===== src/rtl/tdm_pkg.sv =====
package tdm_pkg;
  typedef enum logic {FS_ONE_BIT = 1'b0, FS_ONE_WORD = 1'b1} fs_width_e;

  // active-high sync level for the bit at a given frame position
  function automatic logic fs_level(logic early, fs_width_e width, logic slot_zero,
                                    logic bit_zero, logic bit_last, logic frame_last);
    if (early)
      return (width == FS_ONE_WORD) ? ((slot_zero && !bit_last) || frame_last) : frame_last;
    else
      return (width == FS_ONE_WORD) ? slot_zero : (slot_zero && bit_zero);
  endfunction
endpackage


===== src/rtl/tdm_bclk_div.sv =====
module tdm_bclk_div #(
  parameter int DIV_W = 8
) (
  input  logic             clk_i,
  input  logic             rst_ni,
  input  logic             start_i,
  input  logic             run_i,
  input  logic [DIV_W-1:0] div_i,
  output logic             ph_o,
  output logic             adv_o
);
  logic [DIV_W-1:0] cnt_q;
  logic             ph_q;
  logic             hit;

  assign hit   = (cnt_q == div_i);
  assign ph_o  = ph_q;
  assign adv_o = run_i && hit && ph_q;

  always_ff @(posedge clk_i or negedge rst_ni) begin
    if (!rst_ni) begin
      cnt_q <= '0;
      ph_q  <= 1'b0;
    end else if (start_i || !run_i) begin
      cnt_q <= '0;
      ph_q  <= 1'b0;
    end else if (hit) begin
      cnt_q <= '0;
      ph_q  <= ~ph_q;
    end else begin
      cnt_q <= cnt_q + 1'b1;
    end
  end

  AST_CNT_LIMIT: assert property (@(posedge clk_i) disable iff (!rst_ni)
    (run_i && !start_i) |-> (cnt_q <= div_i));

  AST_PH_HOLD: assert property (@(posedge clk_i) disable iff (!rst_ni)
    (run_i && !start_i && !hit) |=> $stable(ph_q));
endmodule


===== src/rtl/tdm_frame_seq.sv =====
module tdm_frame_seq #(
  parameter int MAX_SLOTS = 8,
  parameter int MAX_WORD  = 32,
  localparam int SLOT_W   = (MAX_SLOTS > 1) ? $clog2(MAX_SLOTS) : 1,
  localparam int SLOT_CW  = $clog2(MAX_SLOTS + 1),
  localparam int BIT_W    = $clog2(MAX_WORD)
) (
  input  logic               clk_i,
  input  logic               rst_ni,
  input  logic               en_i,
  input  logic               adv_i,
  input  logic [SLOT_CW-1:0] cfg_slots_i,
  input  logic [BIT_W-1:0]   cfg_wlen_i,
  output logic               active_o,
  output logic               start_o,
  output logic               load_o,
  output logic               stop_o,
  output logic [SLOT_W-1:0]  slot_o,
  output logic [SLOT_W-1:0]  nslot_o,
  output logic [BIT_W-1:0]   nbit_o
);
  logic              active_q;
  logic [SLOT_W-1:0] slot_q;
  logic [BIT_W-1:0]  bit_q;
  logic              bit_last, frame_last;

  assign bit_last   = (bit_q == cfg_wlen_i);
  assign frame_last = bit_last && (SLOT_CW'(slot_q) == SLOT_CW'(cfg_slots_i - 1'b1));
  assign start_o    = !active_q && en_i;
  assign stop_o     = adv_i && frame_last && !en_i;
  assign load_o     = start_o || (adv_i && !stop_o);
  assign active_o   = active_q;
  assign slot_o     = slot_q;

  always_comb begin
    if (start_o || frame_last) begin
      nslot_o = '0;
      nbit_o  = '0;
    end else if (bit_last) begin
      nslot_o = slot_q + 1'b1;
      nbit_o  = '0;
    end else begin
      nslot_o = slot_q;
      nbit_o  = bit_q + 1'b1;
    end
  end

  always_ff @(posedge clk_i or negedge rst_ni) begin
    if (!rst_ni) begin
      active_q <= 1'b0;
      slot_q   <= '0;
      bit_q    <= '0;
    end else if (stop_o) begin
      active_q <= 1'b0;
      slot_q   <= '0;
      bit_q    <= '0;
    end else if (load_o) begin
      active_q <= 1'b1;
      slot_q   <= nslot_o;
      bit_q    <= nbit_o;
    end
  end

  AST_STOP_HOLD: assert property (@(posedge clk_i) disable iff (!rst_ni)
    (active_q && !(adv_i && frame_last)) |=> active_q);

  AST_SLOT_RANGE: assert property (@(posedge clk_i) disable iff (!rst_ni)
    active_q |-> (SLOT_CW'(slot_q) < cfg_slots_i));

  AST_START_ORIGIN: assert property (@(posedge clk_i) disable iff (!rst_ni)
    start_o |=> (slot_q == '0 && bit_q == '0));
endmodule


===== src/rtl/tdm_slot_shift.sv =====
module tdm_slot_shift
  import tdm_pkg::*;
#(
  parameter int MAX_SLOTS = 8,
  parameter int MAX_WORD  = 32,
  localparam int SLOT_W   = (MAX_SLOTS > 1) ? $clog2(MAX_SLOTS) : 1,
  localparam int SLOT_CW  = $clog2(MAX_SLOTS + 1),
  localparam int BIT_W    = $clog2(MAX_WORD)
) (
  input  logic                 clk_i,
  input  logic                 rst_ni,
  input  logic                 load_i,
  input  logic                 stop_i,
  input  logic [SLOT_W-1:0]    nslot_i,
  input  logic [BIT_W-1:0]     nbit_i,
  input  logic [SLOT_CW-1:0]   cfg_slots_i,
  input  logic [BIT_W-1:0]     cfg_wlen_i,
  input  logic [MAX_SLOTS-1:0] cfg_mask_i,
  input  logic                 cfg_msb_first_i,
  input  logic                 cfg_early_i,
  input  logic                 cfg_fs_word_i,
  input  logic                 s_valid_i,
  input  logic [MAX_WORD-1:0]  s_data_i,
  output logic                 s_ready_o,
  output logic                 underrun_o,
  output logic                 dout_o,
  output logic                 fs_o
);
  logic [MAX_WORD-1:0] smp_q, cur_word;
  logic [BIT_W-1:0]    idx;
  logic                slot_start, slot_open, take_win, fs_d, nbit_last;

  assign slot_start = (nbit_i == '0);
  assign slot_open  = !cfg_mask_i[nslot_i];
  assign take_win   = load_i && slot_start && slot_open;
  assign s_ready_o  = take_win;
  assign underrun_o = take_win && !s_valid_i;
  assign nbit_last  = (nbit_i == cfg_wlen_i);
  assign idx        = cfg_msb_first_i ? (cfg_wlen_i - nbit_i) : nbit_i;

  always_comb begin
    if (slot_start) cur_word = (slot_open && s_valid_i) ? s_data_i : '0;
    else            cur_word = smp_q;
  end

  assign fs_d = fs_level(cfg_early_i, fs_width_e'(cfg_fs_word_i), nslot_i == '0,
                         slot_start, nbit_last,
                         nbit_last && (SLOT_CW'(nslot_i) == SLOT_CW'(cfg_slots_i - 1'b1)));

  always_ff @(posedge clk_i or negedge rst_ni) begin
    if (!rst_ni) begin
      smp_q  <= '0;
      dout_o <= 1'b0;
      fs_o   <= 1'b0;
    end else if (stop_i) begin
      smp_q  <= '0;
      dout_o <= 1'b0;
      fs_o   <= 1'b0;
    end else if (load_i) begin
      smp_q  <= cur_word;
      dout_o <= cur_word[idx];
      fs_o   <= fs_d;
    end
  end

  AST_UNDERRUN_ZERO: assert property (@(posedge clk_i) disable iff (!rst_ni)
    underrun_o |=> !dout_o);

  AST_READY_SINGLE: assert property (@(posedge clk_i) disable iff (!rst_ni)
    s_ready_o |=> !s_ready_o);
endmodule


===== src/rtl/tdm_frame_tx.sv =====
module tdm_frame_tx #(
  parameter int MAX_SLOTS = 8,
  parameter int MAX_WORD  = 32,
  parameter int DIV_W     = 8,
  localparam int SLOT_W   = (MAX_SLOTS > 1) ? $clog2(MAX_SLOTS) : 1,
  localparam int SLOT_CW  = $clog2(MAX_SLOTS + 1),
  localparam int BIT_W    = $clog2(MAX_WORD)
) (
  input  logic                 clk_i,
  input  logic                 rst_ni,
  input  logic                 en_i,
  input  logic [DIV_W-1:0]     cfg_div_i,
  input  logic                 cfg_bclk_inv_i,
  input  logic                 cfg_fs_inv_i,
  input  logic                 cfg_early_i,
  input  logic                 cfg_fs_word_i,
  input  logic [SLOT_CW-1:0]   cfg_slots_i,
  input  logic [BIT_W-1:0]     cfg_wlen_i,
  input  logic                 cfg_msb_first_i,
  input  logic [MAX_SLOTS-1:0] cfg_mask_i,
  input  logic                 s_valid_i,
  input  logic [MAX_WORD-1:0]  s_data_i,
  output logic                 s_ready_o,
  output logic                 bclk_o,
  output logic                 fs_o,
  output logic                 dout_o,
  output logic                 active_o,
  output logic                 underrun_o
);
  logic              start, load, stop, adv, ph, fs_raw;
  logic [SLOT_W-1:0] slot, nslot;
  logic [BIT_W-1:0]  nbit;

  tdm_bclk_div #(.DIV_W(DIV_W)) u_div (
    .clk_i, .rst_ni, .start_i(start), .run_i(active_o), .div_i(cfg_div_i),
    .ph_o(ph), .adv_o(adv)
  );

  tdm_frame_seq #(.MAX_SLOTS(MAX_SLOTS), .MAX_WORD(MAX_WORD)) u_seq (
    .clk_i, .rst_ni, .en_i, .adv_i(adv), .cfg_slots_i, .cfg_wlen_i,
    .active_o, .start_o(start), .load_o(load), .stop_o(stop),
    .slot_o(slot), .nslot_o(nslot), .nbit_o(nbit)
  );

  tdm_slot_shift #(.MAX_SLOTS(MAX_SLOTS), .MAX_WORD(MAX_WORD)) u_shift (
    .clk_i, .rst_ni, .load_i(load), .stop_i(stop), .nslot_i(nslot), .nbit_i(nbit),
    .cfg_slots_i, .cfg_wlen_i, .cfg_mask_i, .cfg_msb_first_i, .cfg_early_i,
    .cfg_fs_word_i, .s_valid_i, .s_data_i, .s_ready_o, .underrun_o,
    .dout_o, .fs_o(fs_raw)
  );

  assign bclk_o = ph ^ cfg_bclk_inv_i;
  assign fs_o   = fs_raw ^ cfg_fs_inv_i;

  AST_MASKED_QUIET: assert property (@(posedge clk_i) disable iff (!rst_ni)
    (active_o && cfg_mask_i[slot]) |-> !dout_o);

  AST_IDLE_FS: assert property (@(posedge clk_i) disable iff (!rst_ni)
    !active_o |-> (fs_o == cfg_fs_inv_i));

  AST_EDGE_LAUNCH: assert property (@(posedge clk_i) disable iff (!rst_ni)
    (active_o && $past(active_o) && !$stable(dout_o)) |-> !ph);
endmodule


===== config.mk =====
export PLATFORM = sky130hd
export DESIGN_NAME = tdm_frame_tx
export DESIGN_NICKNAME = d
export VERILOG_FILES = /design/src/rtl/tdm_pkg.sv /design/src/rtl/tdm_bclk_div.sv /design/src/rtl/tdm_frame_seq.sv /design/src/rtl/tdm_slot_shift.sv /design/src/rtl/tdm_frame_tx.sv
export SDC_FILE = /design/constraint.sdc
export NUM_CORES = 1
export LEC_CHECK = 0
export ABC_AREA = 1
export ABC_CLOCK_PERIOD_IN_PS = 3800
export BUFFER_PORTS_ARGS = -buffer_cell sky130_fd_sc_hd__buf_2
export CELL_PAD_IN_SITES_DETAIL_PLACEMENT = 1
export CELL_PAD_IN_SITES_GLOBAL_PLACEMENT = 1
export CORE_UTILIZATION = 40
export DETAILED_ROUTE_END_ITERATION = 16
export GPL_TIMING_DRIVEN = 0
export PLACE_DENSITY = 0.79
export SLEW_MARGIN = 20
export SYNTH_ARGS = -nofsm -noshare
export SYNTH_HDL_FRONTEND = slang
export SYNTH_SLANG_ARGS = --single-unit

===== constraint.sdc =====
create_clock -name clk_i -period 3.8 [get_ports clk_i]
set_clock_uncertainty 0.05 [all_clocks]
set_input_delay 0.95 -clock clk_i [delete_from_list [all_inputs] [get_ports clk_i]]
set_output_delay 0.95 -clock clk_i [all_outputs]
set_load 0.01 [all_outputs]

# After elaboration in Yosys (flattened, before gate mapping)
# Cells that the tools add are included.
word_totals:
  regBits: 52
  latchBits: 0
  ram_bits: 0
  rom_bits: 0
  input_bits: 66
  n_memories: 0
op_classes:
  add_sub_neg: 5
  n_mul: 0
  div: 0
  order_cmp: 2
  n_eq_ne: 5
  shift: 0
  muxes: 30
  n_bitwise: 3
  n_reduce_logical: 28
ops:
  columns: ["cell", "count"]
  rows:
  - ["$mux 32", 4]
  - ["$mux 5", 5]
  - ["$mux 8", 2]
  - ["$logic_and 1x1->1", 14]
  - ["$mux 1", 13]
  - ["$mux 3", 4]
  - ["$eq 5x5->1", 2]
  - ["$add 8x1->8 const B", 1]
  - ["$eq 3x4->1", 2]
  - ["$eq 8x8->1", 1]
  - ["$logic_not 1->1", 6]
  - ["$lt 5x6->1 const B", 1]
  - ["$add 5x1->5 const B", 1]
  - ["$bmux 1 s5", 1]
  - ["$logic_not 5->1", 1]
  - ["$sub 5x5->5", 1]
  - ["$logic_or 1x1->1", 4]
  - ["$lt 3x4->1 const B", 1]
  - ["$reduce_bool 2->1", 2]
  - ["$sub 4x1->4 const B", 1]
  - ["$add 3x1->3 const B", 1]
  - ["$bmux 1 s3", 1]
  - ["$logic_not 3->1", 1]
  - ["$xor 1x1->1", 2]
  - ["$not 1->1", 1]

# Longest topological paths before layout
logic_depth:
  depth_word: 15
  depth_mapped: 26
  ltp_nobuf: 26

# By module
# Synthesis repeated with hierarchy kept, for this count alone.
hier_totals:
  cells_unflattened: 635
  area_unflattened_um2: 4284.1
by_module_without_submodules:
  columns: ["module", "n_inst", "cells_each", "area_per_inst_um2", "seq_area_each_um2"]
  rows:
  - ["tdm_slot_shift", 1, 407, 2728.9, 850.8]
  - ["tdm_frame_seq", 1, 133, 892.1, 225.2]
  - ["tdm_bclk_div", 1, 85, 625.6, 225.2]
  - ["tdm_frame_tx", 1, 10, 37.5, 0.0]

# Least setup slack after synthesis
# Ideal clock, no wire load.
synth_path:
  path_kind: "in2reg"
  from: "input cfg_slots_i[0]"
  to: "register u_shift.dout_o"
  arrival_ns: 3.783
  path_slack_ns: -0.151
  path_stages: 24
  cell_sequence: "inv_1 -> ha_1 -> inv_1 -> nand2_1 -> nand2_1 -> nor2_1 -> nand3_1 -> nor2_4 -> nor2_4 -> nand2_2 -> nor2_2 -> ha_1 -> inv_1 -> fa_1 -> o21ai_1 -> inv_1 -> nand3_1 -> nand2_1 -> nand2_1 -> nand3_1 -> nand2_1 -> nand2_1 -> nand3_1 -> nand2_1"
synth_via:
  elab_chain_len: 15
synth_rtl:
  columns: ["item", "line_no", "source"]
  rows:
  - ["start: declaration", "tdm_frame_tx.sv:17", "input logic [SLOT_CW-1:0] cfg_slots_i,"]
  - ["$sub 4x1->4 *", "tdm_frame_seq.sv:28", "assign frame_last = bit_last && (SLOT_CW'(slot_q) == SLOT_CW'(cfg_slots_i - 1'b1));"]
  - ["$eq 3x4->1 *", "tdm_frame_seq.sv:28", null]
  - ["$logic_and 1x1->1 *", "tdm_frame_seq.sv:28", null]
  - ["$logic_or 1x1->1", "tdm_frame_seq.sv:36", "if (start_o || frame_last) begin"]
  - ["$mux 3", "tdm_frame_seq.sv:36", null]
  - ["$bmux 1 s3", "tdm_slot_shift.sv:34", "assign slot_open = !cfg_mask_i[nslot_i];"]
  - ["$mux 1 (implied by the code)", "tdm_slot_shift.sv:34", null]
  - ["$logic_not 1->1", "tdm_slot_shift.sv:34", null]
  - ["$logic_and 1x1->1", "tdm_slot_shift.sv:42", "if (slot_start) cur_word = (slot_open && s_valid_i) ? s_data_i : '0;"]
  - ["$mux 32 (2 in a row)", "tdm_slot_shift.sv:42", null]
  - ["$bmux 1 s5", "tdm_slot_shift.sv:61", "dout_o <= cur_word[idx];"]
  - ["$mux 1 (implied by the code)", "tdm_slot_shift.sv:61", null]
  - ["$mux 1", "tdm_slot_shift.sv:59", "end else if (load_i) begin"]
  - ["$mux 1", "tdm_slot_shift.sv:55", "end else if (stop_i) begin"]
  - ["end signal: assignment", "tdm_slot_shift.sv:61", null]
  - ["end: declaration", "tdm_slot_shift.sv:26", "output logic dout_o,"]
# Every way passes the cells marked *; elsewhere a longest branch is shown, timed or not. The select of a mux whose other input is x is not followed.
# A chain may end at the register's enable or synchronous reset.

# Final worst setup path
layout_path:
  from: "input cfg_slots_i[0]"
  to: "output underrun_o"
layout_via:
  elab_chain_len: 11
layout_rtl:
  columns: ["item", "line_no", "source"]
  rows:
  - ["$sub 4x1->4 *", "tdm_frame_seq.sv:28", null]
  - ["$eq 3x4->1 *", "tdm_frame_seq.sv:28", null]
  - ["$logic_and 1x1->1 *", "tdm_frame_seq.sv:28", null]
  - ["parallel branches: the longest is 6 deep, another holds $mux 3", null, null]
  - ["$logic_and 1x1->1 *", "tdm_slot_shift.sv:35", "assign take_win = load_i && slot_start && slot_open;"]
  - ["$logic_and 1x1->1 *", "tdm_slot_shift.sv:37", "assign underrun_o = take_win && !s_valid_i;"]
  - ["end: declaration", "tdm_frame_tx.sv:28", "output logic underrun_o"]
# Every way passes the cells marked *. The select of a mux whose other input is x is not followed.

==> results by group <==
Synth
  • Area share of the leading cell type in the synthesized netlist: between 30% and 40%
  • Top post-synthesis cells by area: dfrtp_1, nand2_1, nand3_1
  • Post-synthesis instance total: 588
  • Syn Area/Cell: around 6.7 um^2
  • Primary FF master, synth: dfrtp_1
  • Synthesis-stage register bit count: 52
  • Register area share after synthesis: around 33%
  • Synth area leader: dfrtp_1
  • Synth cell types: 39
  • YS warnings: 0
  • Count leader, synth: nand2_1
  • Most frequent cells after synthesis: nand2_1, nand3_1, inv_1
  • Net Count, Synth: 663
  • Async SR Flop Fraction: 100%
  • Syn Std Cell Area: roughly 3900 um^2
  • EDFF count, synth: 0

Clocking
  • Clock Path Buffers: 2
  • Clock Root Buffer: clkbuf_8
  • CTS sink cnt: between 50 and 60
  • Clk Latency, worst-skew pair: ~0.32 ns
  • CTS hold repair buffers: 0
  • H-tree depth: 2
  • Num CTS Buffers: 5
  • TritonCTS clock tree: done
  • CTS clk-pin slew, worst paths: 0.11 ns

Finish
  • Final #Nets: between 700 and 800
  • # fillers: approximately 1300
  • Fraction of layout cells with a size suffix above 1: 29.2%
  • Area grow syn2layout: 32.1%
  • Diodes inserted: 0
  • Reg area: 1300 um^2
  • Multi-input logic area: ~2500 um^2

Die
  • Die W: roughly 100 um
  • Die area: between 10000 and 15000 um^2
  • Die H: between 100 and 150 um
  • Starting Density: about two fifths
  • Row count: 35
  • Core ar.: ~9400 um^2
  • Io pins: 72

GRT
  • Initial antenna violation count: 0
  • First-pass GRT wire length: about 23000 um
  • Pin count of the biggest net entering global routing: 53
  • Grt total ovfl: 0
  • Total GRT Usage: just under 30%
  • Vias in the first global route: 4613

STA
  • Worst-margin pin slew: ~0.71 ns
  • Final setup vio count: 2
  • Fmax: 0.259 GHz
  • Max-slew violations: 0
  • Hold Fails Final Rpt: 0
  • Minimum clock period: between 3 and 4 ns
  • RSZ-0062 raised after global routing: true
  • Worst rel slew slack: ~53%
  • Setup_tns: -0.115 ns
  • Final period utilization: 102%
  • Final setup margin: -0.0647 ns

Routing
  • Drt first pass iters: 5
  • First DRT Iteration DRCs: between 200 and 300
  • DR vias: 4606
  • Total wire length: around 15000 um
  • Routed Antenna Nets: 0
  • DR WL/cell: 18.4 um
  • Vias per cell: between 5 and 6
  • DRC viols: 0

Place
  • IO Port Bufs: between 70 and 80
  • DP Wirelength: roughly 9500 um
  • Pre-CTS WS: -0.778 ns
  • GP Congestion: between 0.8 and 0.9

Critical path
  • CP bufs+invs: 6
  • WP data required: ~2.8 ns
  • Crit-path leading delay family: simple AND/OR/NAND/NOR gates
  • Critical Path End Type: output port
  • CP Launch Type: input pin
  • Critical path class: in2out
  • Critical-path top delay cell: or3_4
  • Critical path arrival: approximately 2.9 ns
  • Crit-path max FO: 5
  • Critical-path cell list: buf_8, inv_8, ha_4, inv_2, nand2_2, nand2_2, nor2_4, nand2_1, nor2_2, nand2_4, or3_4, nand2_4, inv_4, buf_6, nand3_4, nor2_2, buf_2
  • Crit-path max cell delay: slightly below 0.4 ns

Min path
  • Hold crit path type: reg2reg

Status
  • Failing checks: negative setup slack
  • Status: complete, but fails checks

Power and ir drop
  • Pleak: between 0.002 and 0.003 uW
  • PD cells: 711 nW/um^2
  • Peak VDD IR: 0.000452 V
  • Overall power: 3680 uW

Job
  • Total of max-cap violations: 0
[what timing repair did]
action	4_1_cts	5_1_grt
resized for setup	50	45
endpoints found under the setup margin	3	4
buffers inserted	33	11
pin swaps	18	23
[placed cells by master (no fill, tap or decap), drive strengths merged, types with 15 or more instances in the layout]
cell    count
a21oi      22
a22o       18
buf       126
clkbuf     15
dfrtp      52
inv        78
nand2     165
nand3      82
nor2       66
o21ai      20
[area by class of cell]
class / count / share of cell area [%]
inverters: 79 / 6.20
clock buffers: 6 / 1.59
well taps: 129 / 3.11
multi-input cells: 435 / 47.9
repair buffers: 113 / 13.4
clock inverters: 2 / 0.266
flip-flops and latches: 52 / 25.1
plain buffers: 22 / 2.44
[worst reg2reg max path: stages (launching register included)]
cell and delay, ns:
dfrtp_1 0.46, or2_4 0.27, a221oi_2 0.24, and3_4 0.25, inv_4 0.04, buf_4 0.13
buf_4 0.13, buf_4 0.13, buf_4 0.13, buf_4 0.13, buf_4 0.12, buf_4 0.12
buf_4 0.12, buf_4 0.12, buf_4 0.12, buf_4 0.13, buf_4 0.13, buf_4 0.13
buf_4 0.13, buf_4 0.12, buf_4 0.13, nand2_2 0.06, nor2_2 0.04
[worst paths after layout]
| path | startpoint | endpoint | slack (ns) | cells past startpoint |
|---|---|---|---|---|
| min in group asynchronous | rst_ni | u_div.cnt_q[3]$_DFF_PN0_ | 0.61 | 1 |
| min reg2reg | u_shift.smp_q[8]$_DFFE_PN0P_ | u_shift.smp_q[8]$_DFFE_PN0P_ | 0.44 | 1 |
| max | cfg_slots_i[0] | underrun_o | -0.06 | 17 |
| min | u_shift.smp_q[8]$_DFFE_PN0P_ | u_shift.smp_q[8]$_DFFE_PN0P_ | 0.44 | 1 |
| max reg2reg | u_div.cnt_q[0]$_DFF_PN0_ | u_div.cnt_q[1]$_DFF_PN0_ | 0.28 | 22 |
| max in group asynchronous | rst_ni | u_seq.slot_o[1]$_DFFE_PN0P_ | 2.61 | 1 |
[registers in the layout, indices dropped and copies added, names as in the netlist]
| name | count |
|---|---|
| u_shift.smp_q | 32 |
| u_div.cnt_q | 8 |
| u_seq.bit_q | 5 |
| u_seq.slot_o | 3 |
| u_div.ph_o | 1 |
| u_seq.active_o | 1 |
| u_shift.dout_o | 1 |
| u_shift.fs_o | 1 |
[power breakdown]
part           internal (uW)  switching [uW]
sequential               709             138
combinational            870            1600
clock                    150             218
[metrics by stage]
step                hold slack [ns]  util [%]  cell area, um^2  std cells
floorplan                     0.400         -             3940        588
global placement              0.408      47.5             4450        788
detailed placement            0.416      47.5             4450        788
CTS                           0.443      53.1             4970        829
global route                  0.460      55.3             5180        838
finish                        0.438      55.3             5180        838
[kinds of logic after synthesis]
| group | Yosys count | synth area share [%] |
|---|---|---|
| buffers and inverters | 101 | 10.3 |
| AOI/OAI and AO/OA | 81 | 13.7 |
| and+or+nand+nor | 332 | 36.8 |
| adders and majority gates | 9 | 3.06 |
| xor gates and xnor gates | 13 | 2.90 |
| DFF | 52 | 33.2 |
[routing by layer]
layer	wire length (um)	part of all wire [%]	vias up	track usage [%]
li1	-	-	2131	-
met3	735	4.8	54	3.54
met5	0	0	-	0
met2	7590	49	176	51.1
met1	6550	42	2245	37.6
met4	574	3.7	0	9.70
Note: power is estimated with default switching activity, not from simulation.
